**src/rtl/spi_hg_pkg.sv**
```systemverilog
package spi_hg_pkg;
    localparam int DATA_W = 8;

    localparam logic ADDR_STAT = 1'b0;
    localparam logic ADDR_DATA = 1'b1;

    localparam int STAT_BUSY_BIT  = 0;
    localparam int STAT_TXE_BIT   = 1;
    localparam int STAT_RXF_BIT   = 7;

    typedef enum logic [1:0] {
        ST_IDLE  = 2'd0,
        ST_SHIFT = 2'd1,
        ST_DONE  = 2'd2
    } shift_state_t;
endpackage

```
**src/rtl/spi_hg_regs.sv**
```systemverilog
module spi_hg_regs
    import spi_hg_pkg::*;
#(
    parameter int W = DATA_W
) (
    input  logic         clk,
    input  logic         rst_n,
    input  logic         halt_i,
    input  logic         clr_en_i,
    input  logic         bus_addr,
    input  logic         bus_wr,
    input  logic         bus_rd,
    input  logic [W-1:0] bus_wdata,
    output logic [W-1:0] bus_rdata,
    input  logic         take_i,
    input  logic         rx_done_i,
    input  logic [W-1:0] rx_byte_i,
    input  logic         busy_i,
    output logic [W-1:0] tx_buf_o,
    output logic         tx_empty_o,
    output logic         rx_full_o
);
    logic         access_ok;
    logic         wr_data_ok;
    logic         rd_stat_ok;
    logic         rd_data_ok;
    logic         rx_armed;
    logic [W-1:0] rx_buf;
    logic [W-1:0] status;

    assign access_ok  = !halt_i || clr_en_i;
    assign wr_data_ok = bus_wr && (bus_addr == ADDR_DATA) && access_ok;
    assign rd_stat_ok = bus_rd && (bus_addr == ADDR_STAT) && access_ok;
    assign rd_data_ok = bus_rd && (bus_addr == ADDR_DATA) && access_ok;

    always_ff @(posedge clk or negedge rst_n) begin
        if (!rst_n) begin
            tx_buf_o   <= '0;
            tx_empty_o <= 1'b1;
        end else if (wr_data_ok) begin
            tx_buf_o   <= bus_wdata;
            tx_empty_o <= 1'b0;
        end else if (take_i) begin
            tx_empty_o <= 1'b1;
        end
    end

    always_ff @(posedge clk or negedge rst_n) begin
        if (!rst_n) begin
            rx_buf    <= '0;
            rx_full_o <= 1'b0;
            rx_armed  <= 1'b0;
        end else if (rx_done_i) begin
            rx_buf    <= rx_byte_i;
            rx_full_o <= 1'b1;
        end else if (rd_data_ok && rx_armed) begin
            rx_full_o <= 1'b0;
            rx_armed  <= 1'b0;
        end else if (rd_stat_ok && rx_full_o) begin
            rx_armed  <= 1'b1;
        end
    end

    always_comb begin
        status                = '0;
        status[STAT_BUSY_BIT] = busy_i;
        status[STAT_TXE_BIT]  = tx_empty_o;
        status[STAT_RXF_BIT]  = rx_full_o;
    end

    assign bus_rdata = (bus_addr == ADDR_DATA) ? rx_buf : status;
endmodule

```
**src/rtl/spi_hg_shifter.sv**
```systemverilog
module spi_hg_shifter
    import spi_hg_pkg::*;
#(
    parameter int W   = DATA_W,
    parameter int DIV = 4
) (
    input  logic         clk,
    input  logic         rst_n,
    input  logic         pending_i,
    input  logic [W-1:0] tx_buf_i,
    input  logic         miso_i,
    output logic         take_o,
    output logic         rx_done_o,
    output logic [W-1:0] rx_byte_o,
    output logic         busy_o,
    output logic         mosi_o,
    output logic         sck_o,
    output logic         ss_n_o
);
    localparam int PH_W = (DIV > 2) ? $clog2(DIV) : 1;
    localparam int BC_W = (W > 2) ? $clog2(W) : 1;
    localparam int HALF = DIV / 2;

    shift_state_t state, state_nx;
    logic [PH_W-1:0] phase;
    logic [BC_W-1:0] bit_cnt;
    logic [W-1:0]    tx_sr;
    logic [W-1:0]    rx_sr;
    logic            ph_sample;
    logic            ph_last;
    logic            last;

    assign ph_sample = (phase == PH_W'(HALF - 1));
    assign ph_last   = (phase == PH_W'(DIV - 1));
    assign last      = ph_last && (bit_cnt == BC_W'(W - 1));

    always_ff @(posedge clk or negedge rst_n) begin
        if (!rst_n) state <= ST_IDLE;
        else        state <= state_nx;
    end

    always_comb begin
        state_nx = state;
        unique case (state)
            ST_IDLE:  if (pending_i) state_nx = ST_SHIFT;
            ST_SHIFT: if (last)      state_nx = ST_DONE;
            ST_DONE:                 state_nx = ST_IDLE;
            default:                 state_nx = ST_IDLE;
        endcase
    end

    always_ff @(posedge clk or negedge rst_n) begin
        if (!rst_n) begin
            phase   <= '0;
            bit_cnt <= '0;
            tx_sr   <= '0;
            rx_sr   <= '0;
        end else begin
            unique case (state)
                ST_IDLE: begin
                    phase   <= '0;
                    bit_cnt <= '0;
                    if (pending_i) tx_sr <= tx_buf_i;
                end
                ST_SHIFT: begin
                    phase <= ph_last ? '0 : phase + 1'b1;
                    if (ph_sample) rx_sr <= {rx_sr[W-2:0], miso_i};
                    if (ph_last) begin
                        tx_sr   <= {tx_sr[W-2:0], 1'b0};
                        bit_cnt <= bit_cnt + 1'b1;
                    end
                end
                ST_DONE: begin
                    phase <= '0;
                end
                default: begin
                    phase <= '0;
                end
            endcase
        end
    end

    always_comb begin
        take_o    = 1'b0;
        rx_done_o = 1'b0;
        busy_o    = 1'b1;
        ss_n_o    = 1'b1;
        sck_o     = 1'b0;
        mosi_o    = 1'b0;
        unique case (state)
            ST_IDLE: begin
                busy_o = 1'b0;
                take_o = pending_i;
            end
            ST_SHIFT: begin
                ss_n_o = 1'b0;
                sck_o  = (phase >= PH_W'(HALF));
                mosi_o = tx_sr[W-1];
            end
            ST_DONE: begin
                rx_done_o = 1'b1;
            end
            default: begin
                busy_o = 1'b0;
            end
        endcase
    end

    assign rx_byte_o = rx_sr;
endmodule

```
**src/rtl/spi_halt_guard.sv**
```systemverilog
module spi_halt_guard
    import spi_hg_pkg::*;
#(
    parameter int W   = DATA_W,
    parameter int DIV = 4
) (
    input  logic         clk,
    input  logic         rst_n,
    input  logic         halt_i,
    input  logic         clr_en_i,
    input  logic         bus_addr,
    input  logic         bus_wr,
    input  logic         bus_rd,
    input  logic [W-1:0] bus_wdata,
    output logic [W-1:0] bus_rdata,
    input  logic         miso_i,
    output logic         mosi_o,
    output logic         sck_o,
    output logic         ss_n_o
);
    logic         take;
    logic         rx_done;
    logic [W-1:0] rx_byte;
    logic         busy;
    logic [W-1:0] tx_buf;
    logic         tx_empty;
    logic         rx_full;

    spi_hg_regs #(.W(W)) u_regs (
        .clk        (clk),
        .rst_n      (rst_n),
        .halt_i     (halt_i),
        .clr_en_i   (clr_en_i),
        .bus_addr   (bus_addr),
        .bus_wr     (bus_wr),
        .bus_rd     (bus_rd),
        .bus_wdata  (bus_wdata),
        .bus_rdata  (bus_rdata),
        .take_i     (take),
        .rx_done_i  (rx_done),
        .rx_byte_i  (rx_byte),
        .busy_i     (busy),
        .tx_buf_o   (tx_buf),
        .tx_empty_o (tx_empty),
        .rx_full_o  (rx_full)
    );

    spi_hg_shifter #(.W(W), .DIV(DIV)) u_shift (
        .clk       (clk),
        .rst_n     (rst_n),
        .pending_i (!tx_empty),
        .tx_buf_i  (tx_buf),
        .miso_i    (miso_i),
        .take_o    (take),
        .rx_done_o (rx_done),
        .rx_byte_o (rx_byte),
        .busy_o    (busy),
        .mosi_o    (mosi_o),
        .sck_o     (sck_o),
        .ss_n_o    (ss_n_o)
    );
endmodule

```
**config.mk**
```make
export PLATFORM = sky130hd
export DESIGN_NAME = spi_halt_guard
export DESIGN_NICKNAME = d
export VERILOG_FILES = /design/src/rtl/spi_hg_pkg.sv /design/src/rtl/spi_hg_regs.sv /design/src/rtl/spi_hg_shifter.sv /design/src/rtl/spi_halt_guard.sv
export SDC_FILE = /design/constraint.sdc
export NUM_CORES = 1
export LEC_CHECK = 0
export BUFFER_PORTS_ARGS = -buffer_cell sky130_fd_sc_hd__buf_2
export CAP_MARGIN = 40
export CORE_MARGIN = 2
export CORE_UTILIZATION = 33
export DETAILED_ROUTE_END_ITERATION = 8
export GPL_TIMING_DRIVEN = 0
export PLACE_DENSITY_LB_ADDON = 0.12
export SKIP_CTS_REPAIR_TIMING = 1
export SLEW_MARGIN = 5
export SYNTH_ARGS = -nofsm -noshare
export SYNTH_HDL_FRONTEND = slang
export SYNTH_SLANG_ARGS = --single-unit
```
**constraint.sdc**
```tcl
create_clock -name clk -period 4.05 [get_ports clk]
set_input_delay 0.81 -clock clk [delete_from_list [all_inputs] [get_ports clk]]
set_output_delay 0.81 -clock clk [all_outputs]
set_load 0.1 [all_outputs]
```
==> run_results.csv <==
group,metric,value,unit
power,powerDensity,679,nW/um2
logic_synthesis,synth_cell_types,29,
power,pwr-share-clk,0.159,
detailed_routing,top_layer,"met4",
detailed_routing,wl,3260,um
power,p_switching,579,uW
logic_synthesis,syn_area,1940,um2
cells_and_area,syn_to_final_growth,16.7,%
global_route,antenna_found_initial,0,
global_route,grt_pass1_vias,1256,
setup_path,cpPeakStageDelay,0.39,ns
setup_path,slowest_stage,"mux2_2",
logic_synthesis,yosysWarnings,0,
setup_path,rr_startpoint,"u_shift.state[1]",
detailed_routing,wl_per_cell,13.3,um
sta,period_share,0.674,
cts,cts_num_sinks,42,
flow_run,drv_cap,0,
min_path,hold_path.startpoint,"u_shift.phase[0]",
setup_path,required,3.24,ns
min_path,min_to,"u_shift.phase[0]",
power,vdd_drop_max,0.364,mV
logic_synthesis,ys_seq_elements,42,
cells_and_area,fin_cells,246,
cells_and_area,n_antenna_cell,0,
sta,finalMaxSlewViolations,0,
outcome,outcome,"finished clean",
detailed_routing,viasPerCell,4.65,
cts,cts_buffers,5,
cts,root_buffer,"clkbuf_8",
detailed_routing,antenna_left,0,
sta,finClkSkew,0.00272,ns
min_path,min_path_cells,1,
detailed_routing,met1_length,1440,um
setup_path,crit_top_cell,"buf_2",
placement,dp.cells,239,
detailed_routing,drcViolationCount,0,
setup_path,regToRegSetupSlack,2.31,ns
cts,clk_pin_slew,0.07,ns
power,seqPwrFrac,0.411,
floorplanning,die_h,80.8,um
global_route,grt_pass1_wl,5790,um
power,p_leak,0.00104,uW
sta,rsz0062_at_grt,"false",
setup_path,critPathLaunchType,"input port",
cells_and_area,final_common_cell,"dfrtp_1",
sta,slew_headroom,0.633,
detailed_routing,wl_met3,103,um
cts,clock_latency,0.28,ns
min_path,min_path_type,"register to register",
cells_and_area,drive_above_1_share,0.477,
cts,h-tree-depth,2,
floorplanning,row_count,27,
global_route,grt_max_degree,23,
logic_synthesis,yosysSeqAreaShare,0.541,
setup_path,rr_endpoint,"u_shift.tx_sr[1]",
global_route,grt_remaining_overflow,0,
floorplanning,die_area,6520,um2
sta,fmax,367,MHz
floorplanning,die-width,80.8,um
logic_synthesis,synth_nets,164,
power,p_sw_frac,0.376,
detailed_routing,first_pass_iters,4,
cells_and_area,regArea,1050,um2
cells_and_area,nFillCells,585,
floorplanning,initial_utilization,0.347,
logic_synthesis,syn_area_per_cell,13.9,um2
sta,final-hold-violation-count,0,
setup_path,worstRegToRegCells,5,
power,p_int,961,uW
placement,finalWeightedCongestion,0.711,
placement,dp_hpwl,2470,um
floorplanning,io_pins,27,
cells_and_area,nets,198,
cells_and_area,final_cell_mix,"dfrtp_1 (41), mux2_2 (38), buf_2 (27)",
setup_path,crit_type,"input port to output pin",
power,p_comb_frac,0.429,
sta,setup_viol,0,
detailed_routing,vias,1143,
cells_and_area,utilization,0.405,
sta,period_minus_slack,2.73,ns
setup_path,crit_chain,"buf_2 > clkbuf_1 > mux2_2 > buf_2",
sta,worst_pin_slew,0.551,ns
setup_path,cp_max_fo,10,
sta,fin_setup_tns,0,ns
detailed_routing,wl_met2,1670,um
cts,clock_path_buffers,2,
logic_synthesis,synthCells,140,
detailed_routing,drt_iter0_drc,29,
setup_path,worst_ep_arrival_time,1.92,ns
cts,tritoncts,"done",
setup_path,critPathCaptureType,"output pin",
cells_and_area,multiInputGateArea,823,um2
placement,portBuffers,26,
floorplanning,core-area,5610,um2
global_route,grt_usage,0.117,
per-stage QoR:
| stage | total power [uW] | hold WS, ns | area, um2 | setup slack (ns) |
|---|---|---|---|---|
| 2_1_floorplan | 1180 | 0.455 | 1940 | 0.554 |
| 3_5_place_dp | 1310 | 0.487 | 2190 | 1.31 |
| 6_report | 1540 | 0.493 | 2270 | 1.32 |
| 3_3_place_gp | 1280 | 0.471 | 2160 | 1.32 |
| 4_1_cts | 1560 | 0.497 | 2270 | 1.31 |
| 5_1_grt | 1650 | 0.524 | 2270 | 1.22 |
power by group through the flow:
| stage | Combinational (uW) | Sequential, uW | Clock (uW) |
|---|---|---|---|
| global placement | 646 | 637 | 0 |
| global route | 716 | 655 | 278 |
| finish | 661 | 633 | 245 |
| detailed placement | 670 | 644 | 0 |
| CTS | 673 | 636 | 256 |
| floorplan | 561 | 617 | 0 |
worst max-delay path by stage:
stage / end / startpoint / slack [ns]
global placement: bus_rdata[0] / bus_addr / 1.32
CTS: bus_rdata[1] / bus_addr / 1.31
detailed placement: bus_rdata[1] / bus_addr / 1.31
finish: bus_rdata[0] / bus_addr / 1.32
global route: sck_o / u_shift.state[1] / 1.22
floorplan: sck_o / u_shift.state[1] / 0.55
synthesized netlist by cell type, drive strengths merged:
master | number | area, um2
a21boi | 1 | 7.51
o21ai | 4 | 20.0
o21a | 2 | 15.0
a21oi | 1 | 5.00
dfrtp | 41 | 1030
o211ai | 1 | 12.5
nor2 | 5 | 18.8
inv | 6 | 22.5
ha | 8 | 100
nor2b | 1 | 6.26
a41oi | 2 | 17.5
nand3 | 1 | 10.0
and2 | 6 | 37.5
dfstp | 1 | 26.3
nand4 | 1 | 6.26
clkbuf | 1 | 3.75
a31oi | 1 | 6.26
mux2 | 42 | 488
nand2b | 2 | 15.0
nand2 | 5 | 21.3
mux2i | 2 | 20.0
xnor2 | 1 | 8.76
buf | 4 | 42.5
a21o | 1 | 7.51
logic make-up (layout without fill, tap and decap cells):
family | count (synthesis) | after routing | share of synthesized area
AND/OR/NAND/NOR | 21 | 21 | 0.0592
buffers and inverters | 11 | 45 | 0.0354
flip-flops | 42 | 42 | 0.541
AO/OA/AOI/OAI | 13 | 13 | 0.0470
adder cells (fa/ha/maj) | 8 | 8 | 0.0515
XOR/XNOR | 1 | 1 | 0.00451
multiplexers | 44 | 44 | 0.261
metal layers:
layer,vias up,track usage
li1,552,-
met1,564,0.139
met2,21,0.208
met3,6,0.0300
met4,0,0.0356
met5,-,0
state kept, by name, summed over array words and instances (netlist names):
signal             cells
u_shift.bit_cnt        3
u_shift.tx_sr          8
u_regs.rx_buf          8
u_regs.rx_armed        1
u_shift.phase          2
u_regs.tx_empty_o      1
u_regs.tx_buf_o        8
u_shift.state          2
u_regs.rx_full_o       1
u_shift.rx_byte_o      8
final cells by class:
type	instances	area share
Tap cell	72	0.0397
Buffer	5	0.0204
Timing Repair Buffer	27	0.0695
Multi-Input combinational cell	87	0.363
Inverter	6	0.00993
Sequential cell	42	0.464
Clock buffer	7	0.0336
worst max-delay path: cells and delay by family:
family	cells	cell delay [ns]
buffers and inverters	3	0.71
multiplexers	1	0.39
Note: power is estimated with default switching activity, not from simulation.
